==> src/rtl/wkup_sel_pkg.sv <==
package wkup_sel_pkg;
  typedef enum logic [1:0] {
    REG_EN   = 2'd0,
    REG_POL  = 2'd1,
    REG_SEL  = 2'd2,
    REG_FLAG = 2'd3
  } wkup_reg_e;
endpackage

==> src/rtl/wkup_edge_bank.sv <==
module wkup_edge_bank #(
  parameter int unsigned N_SIG = 24
) (
  input  logic             clk_i,
  input  logic             rst_ni,
  input  logic [N_SIG-1:0] sig_i,
  output logic [N_SIG-1:0] rise_o,
  output logic [N_SIG-1:0] fall_o
);
  logic [N_SIG-1:0] smp_q, hist_q;

  // history kept per candidate, ahead of any mux, so reconfiguration is edge-free
  always_ff @(posedge clk_i or negedge rst_ni) begin
    if (!rst_ni) begin
      smp_q  <= '0;
      hist_q <= '0;
    end else begin
      smp_q  <= sig_i;
      hist_q <= smp_q;
    end
  end

  assign rise_o = smp_q & ~hist_q;
  assign fall_o = ~smp_q & hist_q;
endmodule

==> src/rtl/wkup_line.sv <==
module wkup_line #(
  parameter int unsigned N_SRC = 3,
  parameter int unsigned SEL_W = 2
) (
  input  logic [N_SRC-1:0] rise_i,
  input  logic [N_SRC-1:0] fall_i,
  input  logic [SEL_W-1:0] sel_i,
  input  logic             pol_i,
  input  logic             en_i,
  output logic             hit_o
);
  logic hit;

  always_comb begin
    hit = 1'b0;
    for (int s = 0; s < N_SRC; s++) begin
      if (sel_i == SEL_W'(s)) hit = pol_i ? fall_i[s] : rise_i[s];
    end
    hit_o = en_i & hit;
  end
endmodule

==> src/rtl/wkup_sel_top.sv <==
module wkup_sel_top #(
  parameter int unsigned N_LINES = 8,
  parameter int unsigned N_SRC   = 3,
  parameter int unsigned SEL_W   = 2,
  parameter int unsigned DATA_W  = 32
) (
  input  logic                       clk_i,
  input  logic                       rst_ni,
  input  logic [N_LINES*N_SRC-1:0]   cand_i,
  input  logic                       we_i,
  input  logic [1:0]                 addr_i,
  input  logic [DATA_W-1:0]          wdata_i,
  output logic [DATA_W-1:0]          rdata_o,
  output logic                       wake_o
);
  import wkup_sel_pkg::*;

  localparam int unsigned N_CAND   = N_LINES * N_SRC;
  localparam int unsigned SEL_BITS = N_LINES * SEL_W;

  logic [N_LINES-1:0]  en_q, pol_q, flag_q, hit, clr;
  logic [SEL_BITS-1:0] sel_q;
  logic [N_CAND-1:0]   rise, fall;

  wkup_edge_bank #(.N_SIG(N_CAND)) u_edges (
    .clk_i  (clk_i),
    .rst_ni (rst_ni),
    .sig_i  (cand_i),
    .rise_o (rise),
    .fall_o (fall)
  );

  for (genvar l = 0; l < N_LINES; l++) begin : g_line
    wkup_line #(.N_SRC(N_SRC), .SEL_W(SEL_W)) u_line (
      .rise_i (rise[l*N_SRC +: N_SRC]),
      .fall_i (fall[l*N_SRC +: N_SRC]),
      .sel_i  (sel_q[l*SEL_W +: SEL_W]),
      .pol_i  (pol_q[l]),
      .en_i   (en_q[l]),
      .hit_o  (hit[l])
    );
  end

  assign clr = (we_i && addr_i == REG_FLAG) ? wdata_i[N_LINES-1:0] : '0;

  always_ff @(posedge clk_i or negedge rst_ni) begin
    if (!rst_ni) begin
      en_q   <= '0;
      pol_q  <= '0;
      sel_q  <= '0;
      flag_q <= '0;
    end else begin
      if (we_i && addr_i == REG_EN)  en_q  <= wdata_i[N_LINES-1:0];
      if (we_i && addr_i == REG_POL) pol_q <= wdata_i[N_LINES-1:0];
      if (we_i && addr_i == REG_SEL) sel_q <= wdata_i[SEL_BITS-1:0];
      // a new edge wins over a same-cycle clear
      flag_q <= (flag_q & ~clr) | hit;
    end
  end

  always_comb begin
    rdata_o = '0;
    unique case (addr_i)
      REG_EN:   rdata_o[N_LINES-1:0]  = en_q;
      REG_POL:  rdata_o[N_LINES-1:0]  = pol_q;
      REG_SEL:  rdata_o[SEL_BITS-1:0] = sel_q;
      default:  rdata_o[N_LINES-1:0]  = flag_q;
    endcase
  end

  assign wake_o = |(flag_q & en_q);
endmodule

==> config.mk <==
export PLATFORM = sky130hd
export DESIGN_NAME = wkup_sel_top
export DESIGN_NICKNAME = d
export VERILOG_FILES = /design/src/rtl/wkup_sel_pkg.sv /design/src/rtl/wkup_edge_bank.sv /design/src/rtl/wkup_line.sv /design/src/rtl/wkup_sel_top.sv
export SDC_FILE = /design/constraint.sdc
export NUM_CORES = 1
export LEC_CHECK = 0
export BUFFER_PORTS_ARGS = -buffer_cell sky130_fd_sc_hd__buf_2
export CAP_MARGIN = 20
export CORE_MARGIN = 2
export CORE_UTILIZATION = 57
export CTS_BUF_LIST = sky130_fd_sc_hd__clkbuf_16
export DETAILED_ROUTE_END_ITERATION = 10
export PLACE_DENSITY = 0.85
export RECOVER_POWER = 50
export SETUP_SLACK_MARGIN = 0.15
export SLEW_MARGIN = 0
export SYNTH_ARGS = -nofsm -noshare
export SYNTH_HDL_FRONTEND = slang
export SYNTH_SLANG_ARGS = --single-unit
==> constraint.sdc <==
create_clock -name clk_i -period 2.8 [get_ports clk_i]
set_clock_uncertainty 0.05 [all_clocks]
set_input_delay 0.56 -clock clk_i [delete_from_list [all_inputs] [get_ports clk_i]]
set_output_delay 0.56 -clock clk_i [all_outputs]
set_load 0.005 [all_outputs]
==> results.md <==
* Die width at 85.4 um
* Top-count cell post-synth: dfrtp_1
* Synth warn at 0
* Via density at 5.78
* Setup violators final at 0
* Routability Congestion at 0.805
* Clock latency on the worst-skew pair at 330 ps
* Worst reg2reg setup slack at 1370 ps
* Crit end category: output port
* FF+latch count, synth at 88
* DRC violations left at 0
* Grt total ovfl at 0
* Startpoint Class: input port
* Routed len/inst at 17.2 um
* Row count at 29
* Post-synth ARST share at 100%
* CTS tree: yes
* Post-synth top cells: dfrtp_1 (88), mux2_2 (22), buf_4 (17), nand2_1 (17)
* Proportion of layout cells with a drive suffix above 1 at 35.0%
* Max Cap Viol at 0
* First-pass GRT wire length at 11.9 mm
* Total GRT Usage at 21.3%
* Max clock buf depth at 2
* Syn-to-layout area delta at 15.8%
* Required time worst endpoint at 2190 ps
* CTS Buf Count at 9
* Depth of the most critical reg-to-reg path at 3
* Port bufs at 61
* Via count at 2,393
* Main synth FF type: dfrtp_1
* Total Wirelength at 7.11 mm
* R2R Path Start: pol_q[2]
* CP max FO at 12
* WS Path Type: in -> out
* Setup bufs post-CTS at 0
* Worst min path class: in -> async
* First-pass iteration count of the detailed router at 4
* Inserted Diodes at 0
* Vias in the first global route at 2,413
* Final min period at 2230 ps
* Cell Area, Synth at 3770 um^2
* Number of flops mapped to enable cells by yosys at 0
* Hold Violations, Final at 0
* Total leakage power at 2.01 nW
* Final Slew Violations at 0
* Final worst slack at 570 ps
* Register area share after synthesis at 58.4%
* Hold_ws at 253 ps
* Library cells used by synthesis at 29
* CTS resizes at 0
* Cell count after synthesis at 264
* Design Power at 3.29 mW
* Nets@finish at 393
* CTS Hold Buffers Added at 0
* CTS H-Tree Depth at 3
* Core area at 6390 um^2
* CP Launch Point: addr_i[0]
* Worst EP arrival at 1620 ps
* Sink Count at 88
* Largest net degree at the start of global routing at 89
* Worst Setup EP: rdata_o[2]
* Num ports at 94
* Setup WS pre-CTS at 561 ps
* Initial Util at 59.1%
* Post-synth top area share at 58.4%
* Hpwl dp at 4.65 mm
* F_max at 448 MHz
* Die Y-Extent at 85.4 um
* DR iter-0 viols at 100
* Die area at 7290 um^2
* Setup TNS at 0 ps
* Synth Area per Inst at 14.3 um^2
* Post-synth top area cell: dfrtp_1
* PD cells at 752 nW/um^2
* Outcome: finished clean
* Initial antenna violation count at 0
* Root buf cell: clkbuf_16
* Period utilization at 79.7%
* Clock-pin slew on the worst setup and hold paths at 60 ps
* RSZ-0062 raised after global routing: false
* ANT nets after route at 0
* Worst R2R End: flag_q[2]
* VDD IR max at 0.460 mV
* Synth top area cells: dfrtp_1 (58%), mux2_2 (6.6%), mux4_2 (4.2%), mux2_4 (4.0%), buf_4 (3.4%)
## area by class of cell
cell class                 instances  area, um^2
fill                             444        2010
clock buffer                       9         225
tap                               77        96.3
multi-input combinational        170        1460
timing repair buffer              63         332
sequential                        88        2200
clock inverter                     7        55.1
## worst max-delay path: stages
cell and delay (ps):
buf_2 320, mux4_1 600, buf_2 140
## report_power, final
part,internal [mW],total [mW],switching (mW)
sequential,1.45,1.63,0.186
clock,0.675,1.13,0.452
combinational,0.322,0.526,0.205
total,2.44,3.29,0.843
## layer usage
layer	up-vias	track usage, %	part of all wire, %
met1	1214	29.1	43
met3	10	7.00	5.1
met4	0	6.93	1.4
met5	-	0	0
li1	1097	-	-
met2	72	32.7	50
## state kept, by name, summed over array words and instances (netlist names)
signal	count
u_edges.hist_q	24
u_edges.smp_q	24
sel_q	16
en_q	8
flag_q	8
pol_q	8
## stage by stage
stage	utilization (%)	area, um^2	cells
detailed placement	64.1	4100	398
global placement	64.1	4100	398
CTS	68.5	4380	414
floorplan	-	3830	279
global route	68.5	4370	414
finish	68.5	4370	414
## cell usage in the layout (no fill, tap or decap), types with 2 or more instances in the layout
cell and instances:
dfrtp_1 88, buf_2 60, mux2_2 22, nand2_1 17
conb_1 16, nand2b_1 14, o221ai_1 14, mux2_4 10
clkbuf_16 9, and2_1 8, or4b_1 8, nor2_1 8
a21boi_0 8, a41o_1 8, mux4_2 7, or4bb_1 7
nand3_1 7, a22oi_1 4, or3b_2 2, o211ai_1 2
clkinv_2 2, inv_1 2, clkinv_1 2
## kinds of logic after synthesis
logic type,synth area share [%]
AOI/OAI and AO/OA,8.39
buffers and inverters,4.41
DFF,58.4
muxes,15.4
other,0.0994
and+or+nand+nor,13.3
## worst min path at each step
stage                           start            endpoint  slack, ps  cells past startpoint
finish                         rst_ni           sel_q[13]        250                      2
global route               cand_i[14]   u_edges.smp_q[14]        260                      1
CTS                            rst_ni           sel_q[13]        230                      2
detailed placement  u_edges.smp_q[14]  u_edges.hist_q[14]        330                      0
global placement    u_edges.smp_q[14]  u_edges.hist_q[14]        320                      0
floorplan                      rst_ni             en_q[0]        210                      0
Power figures use the tool's default switching activity.
